<file path="config.mk">
export PLATFORM = sky130hd
export DESIGN_NAME = rv32_decoder
export DESIGN_NICKNAME = d
export VERILOG_FILES = /design/src/rtl/rvdec_pkg.sv /design/src/rtl/rvdec_fields.sv /design/src/rtl/rvdec_ctrl.sv /design/src/rtl/rvdec_immgen.sv /design/src/rtl/rv32_decoder.sv
export SDC_FILE = /design/constraint.sdc
export NUM_CORES = 1
export LEC_CHECK = 0
export BUFFER_PORTS_ARGS = -buffer_cell sky130_fd_sc_hd__buf_2
export CORE_ASPECT_RATIO = 0.9
export CORE_UTILIZATION = 32
export DETAILED_ROUTE_END_ITERATION = 10
export SYNTH_ARGS = -nofsm -noshare
export SYNTH_HDL_FRONTEND = slang
export SYNTH_SLANG_ARGS = --single-unit
</file>
<file path="constraint.sdc">
create_clock -name clk -period 3 [get_ports clk]
set_input_delay 0.9 -clock clk [delete_from_list [all_inputs] [get_ports clk]]
set_output_delay 0.9 -clock clk [all_outputs]
set_load 0.05 [all_outputs]
</file>
<file path="src/rtl/rvdec_pkg.sv">
package rvdec_pkg;

  localparam int ILEN   = 32;
  localparam int OPC_W  = 7;
  localparam int FN3_W  = 3;
  localparam int FN7_W  = 7;

  localparam logic [OPC_W-1:0] OP_REG    = 7'b0110011;
  localparam logic [OPC_W-1:0] OP_IMM    = 7'b0010011;
  localparam logic [OPC_W-1:0] OP_LOAD   = 7'b0000011;
  localparam logic [OPC_W-1:0] OP_STORE  = 7'b0100011;
  localparam logic [OPC_W-1:0] OP_BRANCH = 7'b1100011;
  localparam logic [OPC_W-1:0] OP_JAL    = 7'b1101111;
  localparam logic [OPC_W-1:0] OP_JALR   = 7'b1100111;
  localparam logic [OPC_W-1:0] OP_LUI    = 7'b0110111;
  localparam logic [OPC_W-1:0] OP_AUIPC  = 7'b0010111;

  typedef enum logic [2:0] {
    FMT_NONE = 3'd0,
    FMT_R    = 3'd1,
    FMT_I    = 3'd2,
    FMT_S    = 3'd3,
    FMT_B    = 3'd4,
    FMT_U    = 3'd5,
    FMT_J    = 3'd6
  } fmt_e;

  typedef enum logic [3:0] {
    ALU_ADD   = 4'd0,
    ALU_SUB   = 4'd1,
    ALU_SLL   = 4'd2,
    ALU_SLT   = 4'd3,
    ALU_SLTU  = 4'd4,
    ALU_XOR   = 4'd5,
    ALU_SRL   = 4'd6,
    ALU_SRA   = 4'd7,
    ALU_OR    = 4'd8,
    ALU_AND   = 4'd9,
    ALU_PASSB = 4'd10
  } alu_e;

  typedef struct packed {
    fmt_e fmt;
    alu_e alu;
    logic wr;
    logic ld;
    logic st;
    logic br;
    logic jmp;
    logic bad;
  } ctrl_t;

endpackage

</file>
<file path="src/rtl/rvdec_fields.sv">
module rvdec_fields #(
  parameter int ILEN   = 32,
  parameter int RIDX_W = 5
) (
  input  logic [ILEN-1:0]   word,
  output logic [RIDX_W-1:0] rd,
  output logic [RIDX_W-1:0] rs1,
  output logic [RIDX_W-1:0] rs2,
  output logic [6:0]        opcode,
  output logic [2:0]        f3,
  output logic [6:0]        f7
);
  localparam int RD_LO  = 7;
  localparam int F3_LO  = RD_LO + RIDX_W;
  localparam int RS1_LO = F3_LO + 3;
  localparam int RS2_LO = RS1_LO + RIDX_W;
  localparam int F7_LO  = RS2_LO + RIDX_W;

  // Same positions for every format: no per-format selection needed.
  assign opcode = word[6:0];
  assign rd     = word[RD_LO  +: RIDX_W];
  assign f3     = word[F3_LO  +: 3];
  assign rs1    = word[RS1_LO +: RIDX_W];
  assign rs2    = word[RS2_LO +: RIDX_W];
  assign f7     = word[F7_LO  +: 7];
endmodule

</file>
<file path="src/rtl/rvdec_ctrl.sv">
module rvdec_ctrl
  import rvdec_pkg::*;
(
  input  logic [6:0] opcode,
  input  logic [2:0] f3,
  input  logic       alt_bit,
  input  logic       rd_zero,
  output ctrl_t      ctrl
);
  // alt_bit is instruction bit 30 (bit 5 of the 7-bit function field).
  function automatic alu_e arith_sel(input logic [2:0] code, input logic alt,
                                     input logic reg_form);
    alu_e r;
    case (code)
      3'b000:  r = (reg_form && alt) ? ALU_SUB : ALU_ADD;
      3'b001:  r = ALU_SLL;
      3'b010:  r = ALU_SLT;
      3'b011:  r = ALU_SLTU;
      3'b100:  r = ALU_XOR;
      3'b101:  r = alt ? ALU_SRA : ALU_SRL;
      3'b110:  r = ALU_OR;
      default: r = ALU_AND;
    endcase
    return r;
  endfunction

  function automatic alu_e cmp_sel(input logic [2:0] code);
    alu_e r;
    if (!code[2])     r = ALU_SUB;
    else if (code[1]) r = ALU_SLTU;
    else              r = ALU_SLT;
    return r;
  endfunction

  always_comb begin
    ctrl     = '0;
    ctrl.fmt = FMT_NONE;
    ctrl.alu = ALU_ADD;
    case (opcode)
      OP_REG: begin
        ctrl.fmt = FMT_R;
        ctrl.alu = arith_sel(f3, alt_bit, 1'b1);
        ctrl.wr  = 1'b1;
      end
      OP_IMM: begin
        ctrl.fmt = FMT_I;
        ctrl.alu = arith_sel(f3, alt_bit, 1'b0);
        ctrl.wr  = 1'b1;
      end
      OP_LOAD: begin
        ctrl.fmt = FMT_I;
        ctrl.wr  = 1'b1;
        ctrl.ld  = 1'b1;
      end
      OP_STORE: begin
        ctrl.fmt = FMT_S;
        ctrl.st  = 1'b1;
      end
      OP_BRANCH: begin
        ctrl.fmt = FMT_B;
        ctrl.alu = cmp_sel(f3);
        ctrl.br  = 1'b1;
      end
      OP_JAL: begin
        ctrl.fmt = FMT_J;
        ctrl.wr  = 1'b1;
        ctrl.jmp = 1'b1;
      end
      OP_JALR: begin
        ctrl.fmt = FMT_I;
        ctrl.wr  = 1'b1;
        ctrl.jmp = 1'b1;
      end
      OP_LUI: begin
        ctrl.fmt = FMT_U;
        ctrl.alu = ALU_PASSB;
        ctrl.wr  = 1'b1;
      end
      OP_AUIPC: begin
        ctrl.fmt = FMT_U;
        ctrl.wr  = 1'b1;
      end
      default: ctrl.bad = 1'b1;
    endcase
    // x0 is hardwired to zero, so a write to it is dropped here.
    if (rd_zero) ctrl.wr = 1'b0;
  end
endmodule

</file>
<file path="src/rtl/rvdec_immgen.sv">
module rvdec_immgen
  import rvdec_pkg::*;
#(
  parameter int ILEN = 32,
  parameter int XLEN = 32
) (
  input  logic [ILEN-1:0] word,
  input  fmt_e            fmt,
  output logic [XLEN-1:0] imm
);
  localparam int I_W = 12;
  localparam int B_W = 13;
  localparam int U_W = 20;
  localparam int J_W = 21;
  localparam int U_LO = 12;

  logic [I_W-1:0] raw_i;
  logic [I_W-1:0] raw_s;
  logic [B_W-1:0] raw_b;
  logic [U_W-1:0] raw_u;
  logic [J_W-1:0] raw_j;
  logic           sgn;

  assign sgn   = word[ILEN-1];
  assign raw_i = word[31:20];
  assign raw_s = {word[31:25], word[11:7]};
  assign raw_b = {word[31], word[7], word[30:25], word[11:8], 1'b0};
  assign raw_u = word[31:12];
  assign raw_j = {word[31], word[19:12], word[20], word[30:21], 1'b0};

  always_comb begin
    case (fmt)
      FMT_I:   imm = {{(XLEN-I_W){sgn}}, raw_i};
      FMT_S:   imm = {{(XLEN-I_W){sgn}}, raw_s};
      FMT_B:   imm = {{(XLEN-B_W){sgn}}, raw_b};
      FMT_U:   imm = {{(XLEN-U_W-U_LO){sgn}}, raw_u, {U_LO{1'b0}}};
      FMT_J:   imm = {{(XLEN-J_W){sgn}}, raw_j};
      default: imm = '0;
    endcase
  end
endmodule

</file>
<file path="src/rtl/rv32_decoder.sv">
module rv32_decoder
  import rvdec_pkg::*;
#(
  parameter int ILEN   = 32,
  parameter int XLEN   = 32,
  parameter int RIDX_W = 5,
  parameter int FMT_W  = 3,
  parameter int ALU_W  = 4
) (
  input  logic              clk,
  input  logic              rst,
  input  logic [ILEN-1:0]   inst,
  output logic [RIDX_W-1:0] dst_idx,
  output logic [RIDX_W-1:0] src1_idx,
  output logic [RIDX_W-1:0] src2_idx,
  output logic [6:0]        opc,
  output logic [2:0]        fn3,
  output logic [6:0]        fn7,
  output logic [FMT_W-1:0]  fmt,
  output logic [XLEN-1:0]   imm,
  output logic [ALU_W-1:0]  alu_sel,
  output logic              wr_en,
  output logic              is_ld,
  output logic              is_st,
  output logic              is_br,
  output logic              is_jmp,
  output logic              illegal
);
  localparam int ALT_BIT = 5;

  logic [RIDX_W-1:0] c_rd, c_rs1, c_rs2;
  logic [6:0]        c_opc, c_f7;
  logic [2:0]        c_f3;
  ctrl_t             c_ctrl;
  logic [XLEN-1:0]   c_imm;

  rvdec_fields #(.ILEN(ILEN), .RIDX_W(RIDX_W)) u_fields (
    .word(inst), .rd(c_rd), .rs1(c_rs1), .rs2(c_rs2),
    .opcode(c_opc), .f3(c_f3), .f7(c_f7)
  );

  rvdec_ctrl u_ctrl (
    .opcode(c_opc), .f3(c_f3), .alt_bit(c_f7[ALT_BIT]),
    .rd_zero(c_rd == '0), .ctrl(c_ctrl)
  );

  rvdec_immgen #(.ILEN(ILEN), .XLEN(XLEN)) u_imm (
    .word(inst), .fmt(c_ctrl.fmt), .imm(c_imm)
  );

  always_ff @(posedge clk) begin
    if (rst) begin
      dst_idx  <= '0;
      src1_idx <= '0;
      src2_idx <= '0;
      opc      <= '0;
      fn3      <= '0;
      fn7      <= '0;
      fmt      <= '0;
      imm      <= '0;
      alu_sel  <= '0;
      wr_en    <= 1'b0;
      is_ld    <= 1'b0;
      is_st    <= 1'b0;
      is_br    <= 1'b0;
      is_jmp   <= 1'b0;
      illegal  <= 1'b0;
    end else begin
      dst_idx  <= c_rd;
      src1_idx <= c_rs1;
      src2_idx <= c_rs2;
      opc      <= c_opc;
      fn3      <= c_f3;
      fn7      <= c_f7;
      fmt      <= FMT_W'(c_ctrl.fmt);
      imm      <= c_imm;
      alu_sel  <= ALU_W'(c_ctrl.alu);
      wr_en    <= c_ctrl.wr;
      is_ld    <= c_ctrl.ld;
      is_st    <= c_ctrl.st;
      is_br    <= c_ctrl.br;
      is_jmp   <= c_ctrl.jmp;
      illegal  <= c_ctrl.bad;
    end
  end
endmodule

</file>
# Word level (Yosys, flattened, before mapping)
# Cells that the tools add are included.
# W data, S select, Z words.
[op_classes]
n_eq_ne = 20
n_mux = 15
n_reduce_logical = 8
[op_table]
columns = ["operator", "count"]
rows = [
  ["$pmux W32 S5", 1],
  ["$pmux W4 S7", 2],
  ["$eq A7 B6 Y1 const B", 3],
  ["$eq A7 B7 Y1 const B", 3],
  ["$eq A3 B3 Y1 const B", 6],
  ["$pmux W3 S6", 1],
  ["$pmux W4 S4", 1],
  ["$eq A7 B5 Y1 const B", 2],
  ["$eq A3 B2 Y1 const B", 4],
  ["$reduce_or A9 Y1", 1],
  ["$mux W1", 8],
  ["$eq A7 B2 Y1 const B", 1],
  ["$reduce_or A7 Y1", 1],
  ["$mux W3", 2],
  ["$reduce_or A2 Y1", 3],
  ["$logic_not A5 Y1", 1],
  ["$eq A3 B1 Y1 const B", 1],
  ["$logic_not A3 Y1", 1],
  ["$reduce_or A3 Y1", 1],
]
[word_totals]
register_bits = 77
input_bits = 34
elab_cells = 58

# Longest topological paths before layout
# Gate-level depths: netlist (run 1).
[logic_depth]
ltp_word = 5
mapped_depth = 6
depth_no_buf = 4

# Cells and area by module
# Synthesis (run 1) repeated with hierarchy kept, for this count alone.
[hier_totals]
hier_cells = 335
hier_area_um2 = 3300.7
[by_module_without_submodules]
columns = ["mod", "n_inst", "cells_each", "area_each_um2"]
rows = [
  ["rv32_decoder", 1, 164, 2072.0],
  ["rvdec_immgen", 1, 90, 659.4],
  ["rvdec_ctrl", 1, 49, 329.1],
  ["rvdec_fields", 1, 32, 240.2],
]

# Least setup slack after synthesis (run 1)
# No wires, ideal clock.
[synth_timing]
path_kind = "in2reg"
from = "in inst[3]"
to = "reg imm[12]"
setup_ps = 70
t_arrival_ps = 1984
required_time_ps = 2930
slack_ps = 946
path_stages = 6
n_path_buf = 2
path_cell_list = "buf_4 > and4bb_2 > nand3_4 > a41o_1 > buf_6 > a21oi_1"
[synth_via]
elab_chain_cells = 5
word_cells_on_any_way = 18
[synth_lines]
columns = ["element", "line_no", "text"]
rows = [
  ["start: declaration", "rv32_decoder.sv:12", "input logic [ILEN-1:0] inst,"],
  ["$eq A7 B5 Y1 (tied with other cells)", "rvdec_ctrl.sv:39", "case (opcode)"],
  ["$reduce_or A3 Y1 (no source line) / $reduce_or A2 Y1 (equally long branches)", "-", ""],
  ["$pmux W3 S6 *", "rvdec_ctrl.sv:39", ""],
  ["$eq A3 B3 Y1 / $eq A3 B2 Y1 (equally long branches)", "rvdec_immgen.sv:32", "case (fmt)"],
  ["$pmux W32 S5 *", "rvdec_immgen.sv:32", ""],
  ["end signal: assignment", "rv32_decoder.sv:76", "imm <= c_imm;"],
  ["end: declaration", "rv32_decoder.sv:20", "output logic [XLEN-1:0] imm,"],
]
# Mark *: on every way between the ends. The rest lies on a longest branch, timed or not.
# A chain may end at the register's enable or synchronous reset.

# Final worst setup path (run 1)
[layout_timing]
from = "in inst[4]"
to = "reg imm[28]"
# The elaborated chain is that of the path after synthesis.

==> results.py, run 1 <==
metrics = {
    "run_status": {
        "status": "finished, final reports clean",
    },
    "synthesis": {
        "syn_area_um2": 2615,
        "synthCells": 262,
        "synth_edf_count": 0,
        "synth_ff_type": "dfxtp_1",
        "synth_seq_cells": 77,
        "synth_nets": 296,
        "ys_seq_area_frac": 0.5895,
        "synth_cell_type_count": 44,
        "ys.warnings.count": 0,
        "syn_area_per_cell_um2": 9.981,
        "synthArstFlopShare": 0,
    },
    "detailed_routing": {
        "drt-pass1-iter-count": 4,
        "ant_nets": 0,
        "vias_per_cell": 4.726,
        "drtIter0Drc": 75,
        "via_count": 2226,
        "wire_per_inst_um": 14.08,
        "wirelength_um": 6633,
        "drc_errors": 0,
    },
    "sta": {
        "fmax_mhz": 455.9,
        "period_share": 0.7311,
        "rsz0062_at_grt": "false",
        "holdWs_ns": 0.7770,
        "drv_slew": 0,
        "fin_crit_ns": 2.193,
        "maxSlewHeadroom": 0.4888,
        "finalSetupTns_ns": 0,
        "hold_viol": 0,
        "setup_ws_ns": 0.8068,
        "final-setup-viol-count": 0,
        "tightestPinTransition_ns": 0.7616,
    },
    "power_and_ir_drop": {
        "combPwrFrac": 0.117,
        "intPower_mw": 1.456,
        "p_switching_uw": 553.9,
        "p_leak_nw": 1.560,
        "irDropWorstVdd_uv": 238.2,
        "p_clk_frac": 0.359,
        "power_density_nw_per_um2": 592.0,
        "p_sw_frac": 0.2756,
        "pwr-share-seq": 0.524,
    },
    "setup_path": {
        "crit_fanout": 13,
        "cp.required_ns": 3.20,
        "start_kind": "input pin",
        "cp-end-kind": "flip-flop",
        "critPathArrivalTime_ns": 2.39,
        "critical_path_class": "input pin to flip-flop",
    },
    "clock_network": {
        "cts_root_buffer": "clkbuf_8",
        "htreeDepth": 3,
        "cts_hold_buf": 0,
        "post_cts_buffers": 0,
        "cts_buffers": 9,
        "clkSinkCount": 77,
        "tritoncts": "built",
        "cts.repair.resized": 0,
        "clk_path_buf_depth": 2,
        "path_clk_slew_ns": 0.08,
    },
    "floorplan": {
        "die_h_um": 87.76,
        "ioPinCount": 111,
        "die_area_um2": 8538,
        "die_w_um": 97.29,
        "num_rows": 30,
        "start_util": 0.3382,
        "core_area_um2": 7732,
    },
    "cells_and_area": {
        "multi_input_area_um2": 949.7,
        "finalNetCount": 404,
        "diodes": 0,
        "drive_gt1_frac": 0.3680,
        "fillCellCount": 792,
        "final_common_cell": "buf_2",
        "mostFrequentLayoutCells": "buf_2, dfxtp_1, nor2b_1",
        "synthToLayoutAreaGrowth_pct": 29.81,
        "register_area_um2": 1541,
        "instances_no_fill": 471,
    },
    "place": {
        "gp_congestion": 0.7858,
        "dp_hpwl_um": 4754,
        "port_buffers": 110,
        "placed_cells": 455,
        "pre_cts_ws_ns": 0.4502,
    },
    "global_routing": {
        "grt_pass1_vias": 2138,
        "antenna_found_initial": 0,
        "grt_overflow_total": 0,
        "grt_start_max_net_pins": 32,
        "grt_pass1_wl_um": 10390,
        "globalRouteTotalUtil": 0.1579,
    },
    "flow_run": {
        "maxCapViolations": 0,
    },
    "hold_path": {
        "hold_path.class": "input pin to flip-flop",
    },
}
[cell type report]
type,count,area share
clock buffers,11,0.04460
repair buffers,115,0.1732
well taps,96,0.03539
multi-input cells,164,0.2798
inverters,3,0.003317
clock inverters,5,0.009583
flip-flops and latches,77,0.4541
[worst max-delay path, cell delays in order]
cell and delay, ns:
buf_2 0.23, nand4b_1 0.30, o22ai_2 0.19, o21ai_1 0.63
a21oi_1 0.14
[power by group through the flow]
stage	Clock, mW	Combinational (mW)	Sequential (mW)
after floorplan	0	0.0703	1.18
after global routing	0.788	0.251	1.06
after detailed placement	0	0.237	1.08
after CTS	0.739	0.237	1.05
final	0.721	0.235	1.05
after global placement	0	0.235	1.08
[state kept, by name (all words and copies together) (netlist names), 3 cells and up]
register	flops
imm	32
fn7	7
opc	7
dst_idx	5
src1_idx	5
src2_idx	5
alu_sel	4
fmt	3
fn3	3
[metal layers]
metal,GRT usage,routed length (um),up-vias
met5,0,0,-
met4,0.08824,118,0
met3,0.05028,447,9
met2,0.2535,3107,81
met1,0.1905,2959,1035
li1,-,-,1101
[path summary, 6_finish.rpt]
path                  depth (start not counted)     start  slack, ns      end
worst max-delay path                          5   inst[4]       0.81  imm[28]
worst min-delay path                          3  inst[29]       0.78   imm[9]
[kinds of logic (layout without fill, tap and decap cells)]
| family | Yosys count | in the layout | share of synthesized area |
|---|---|---|---|
| XOR/XNOR | 1 | 1 | 0.003350 |
| AO/OA/AOI/OAI | 55 | 55 | 0.1268 |
| buffers and inverters | 21 | 134 | 0.04737 |
| multiplexers | 1 | 1 | 0.003828 |
| AND/OR/NAND/NOR | 107 | 107 | 0.2292 |
| flip-flops | 77 | 77 | 0.5895 |
[metrics by stage]
stage	cell area (um2)	util	total power, mW
finish	3395	0.4390	2.010
detailed placement	3211	0.4152	1.315
floorplan	2615	-	1.245
global placement	3211	0.4152	1.312
CTS	3395	0.4390	2.030
global route	3395	0.4390	2.096
[cell usage after synthesis, types with 3 or more instances]
| library cell | instances | area share |
|---|---|---|
| o21ai_0 | 11 | 0.021 |
| buf_6 | 4 | 0.017 |
| inv_1 | 3 | 0.0043 |
| clkbuf_1 | 8 | 0.011 |
| nand2_1 | 27 | 0.039 |
| a21oi_1 | 26 | 0.050 |
| buf_2 | 3 | 0.0057 |
| nor2_1 | 21 | 0.030 |
| nand3_1 | 7 | 0.013 |
| dfxtp_1 | 77 | 0.59 |
| a22oi_1 | 4 | 0.011 |
| and3_1 | 3 | 0.0072 |
| nor2b_1 | 31 | 0.074 |
No activity file was read; power rests on OpenSTA's default activity.
==> inputs of run 2 (changes only) <==
Settings changed: ABC_AREA set to 1.
Clock period 3 ns to 2 ns, I/O delays scaled along.
==> results.py, run 2 <==
metrics = {
    "synthesis": {
        "ys.warnings.count": 0,
        "synthCells": 318,
        "synthArstFlopShare": 0,
        "synthMuxAreaShare": 0,
        "synth_nets": 352,
        "synth_seq_cells": 77,
        "synth-compound-area-share": 0.08782,
        "yosysMostFrequentCell": "dfxtp_1",
        "yosysTopAreaCellShare": 0.5817,
        "synth_edf_count": 0,
        "synth_cell_type_count": 25,
        "ys_seq_area_frac": 0.5817,
        "synth_top_family_by_area": "simple AND/OR/NAND/NOR gates",
        "yosys.area_share.xor_xnor": 0,
        "synth_ff_type": "dfxtp_1",
        "synth_top_area_cell": "dfxtp_1",
        "synthAdderAreaFrac": 0,
        "netlist_top_cells_area": "dfxtp_1, nor2_1, nand2_1",
        "syn_area_um2": 2650,
        "syn_area_per_cell_um2": 8.333,
        "synthSimpleGateAreaFrac": 0.2389,
        "synth_commonest_cells": "dfxtp_1, nor2_1, nand2_1, inv_1, a21oi_1",
    },
    "detailed_routing": {
        "vias_per_cell": 4.281,
        "drtIter0Drc": 80,
        "via_count": 2286,
        "wire_per_inst_um": 12.41,
        "wirelength_um": 6628,
        "drc_errors": 9,
        "drt-pass1-iter-count": 10,
        "ant_nets": 0,
    },
    "sta": {
        "rsz0062_at_grt": "false",
        "final-setup-viol-count": 0,
        "tightestPinTransition_ns": 0.4287,
        "holdWs_ns": 0.4663,
        "period_share": 0.7759,
        "finalSetupTns_ns": 0,
        "fin_crit_ns": 1.552,
        "fmax_mhz": 644.5,
        "drv_slew": 0,
        "maxSlewHeadroom": 0.7142,
        "hold_viol": 0,
    },
    "clock_network": {
        "cts_hold_buf": 0,
        "clk_path_buf_depth": 2,
        "path_clk_slew_ns": 0.09,
        "cts_root_buffer": "clkbuf_8",
        "cts_buffers": 9,
        "post_cts_buffers": 0,
        "tritoncts": "built",
        "cts.repair.resized": 0,
        "clkSinkCount": 77,
        "htreeDepth": 3,
    },
    "cells_and_area": {
        "final_common_cell": "buf_2",
        "multi_input_area_um2": 865.8,
        "synthToLayoutAreaGrowth_pct": 34.32,
        "register_area_um2": 1541,
        "largest_reg_flops": 32,
        "mostFrequentLayoutCells": "buf_2, dfxtp_1, nor2_1",
        "largestRegisters": "imm (32), fn7 (7), opc (7)",
        "finalNetCount": 464,
        "top_register": "imm",
        "fillCellCount": 816,
        "diodes": 0,
        "drive_gt1_frac": 0.3540,
    },
    "power_and_ir_drop": {
        "irDropWorstVdd_uv": 401.6,
        "p_sw_frac": 0.2526,
        "intPower_mw": 2.631,
        "power_density_nw_per_um2": 988.9,
        "pwr-share-seq": 0.451,
        "p_switching_uw": 889.0,
        "combPwrFrac": 0.108,
        "p_leak_nw": 1.954,
        "p_clk_frac": 0.441,
    },
    "place": {
        "gp_congestion": 0.8839,
        "dp_hpwl_um": 4961,
        "port_buffers": 110,
    },
    "floorplan": {
        "ioPinCount": 111,
        "num_rows": 31,
        "die_w_um": 97.93,
        "start_util": 0.3301,
        "die_h_um": 88.33,
        "die_area_um2": 8650,
        "core_area_um2": 8029,
    },
    "global_routing": {
        "globalRouteTotalUtil": 0.1569,
        "grt_start_max_net_pins": 27,
        "grt_pass1_wl_um": 10170,
        "antenna_found_initial": 0,
        "grt_pass1_vias": 2042,
        "grt_overflow_total": 0,
    },
    "setup_path": {
        "cp-end-kind": "output port",
        "critPathArrivalTime_ns": 0.95,
        "crit_fanout": 1,
        "path_cells": "buf_2",
        "cp.required_ns": 1.40,
        "crit_buf_inv": 1,
        "max_stage_delay_ns": 0.35,
        "critical_path_class": "flip-flop to output port",
        "critPathTopFamily": "flip-flops",
        "start_kind": "flip-flop",
        "slowest_stage": "dfxtp_1",
    },
    "run_status": {
        "failed_checks": "design-rule violations",
        "status": "finished, violations left",
    },
    "hold_path": {
        "hold_path.class": "input pin to flip-flop",
    },
    "flow_run": {
        "maxCapViolations": 0,
    },
}
==> run 2: cell type report <==
type	count	area share
Clock inverter	7	0.04112
Timing Repair Buffer	112	0.1624
Clock buffer	9	0.03480
Inverter	48	0.05062
Sequential cell	77	0.4330
Multi-Input combinational cell	182	0.2432
Tap cell	99	0.03480
==> run 2: cells by family after synthesis <==
kind of cell,after synthesis
flip-flops,77
buffers and inverters,59
AND/OR/NAND/NOR,148
AO/OA/AOI/OAI,34
==> run 2: path summary, 6_finish.rpt <==
path	startpoint	end	slack, ns	cells after the start
max	imm[31]	imm[31]	0.45	1
min	inst[18]	src1_idx[3]	0.47	3
==> run 2: per-layer routing <==
layer  track usage  wire length, um  vias up
met1        0.2062             3250     1014
li1              -                -     1192
met5             0                0        -
met2        0.2369             2937       76
met4       0.07851               42        0
met3       0.04581              397        4
==> run 2: power groups by stage <==
stage	Clock, mW	Combinational [mW]	Sequential, mW
2_1_floorplan	0	0.100	1.79
3_3_place_gp	0	0.380	1.62
3_5_place_dp	0	0.382	1.62
4_1_cts	1.59	0.383	1.59
5_1_grt	1.68	0.407	1.59
6_report	1.55	0.380	1.59
==> run 2: metrics by stage <==
stage	util	instances	cell area [um2]	setup WS (ns)	total power, mW
final	0.4434	534	3560	0.4483	3.520
after detailed placement	0.4097	518	3289	0.1550	2.007
after global placement	0.4097	518	3289	0.1375	2.004
after floorplan	-	318	2650	0.5236	1.887
after global routing	0.4434	534	3560	0.3936	3.679
after CTS	0.4434	534	3560	0.4323	3.562
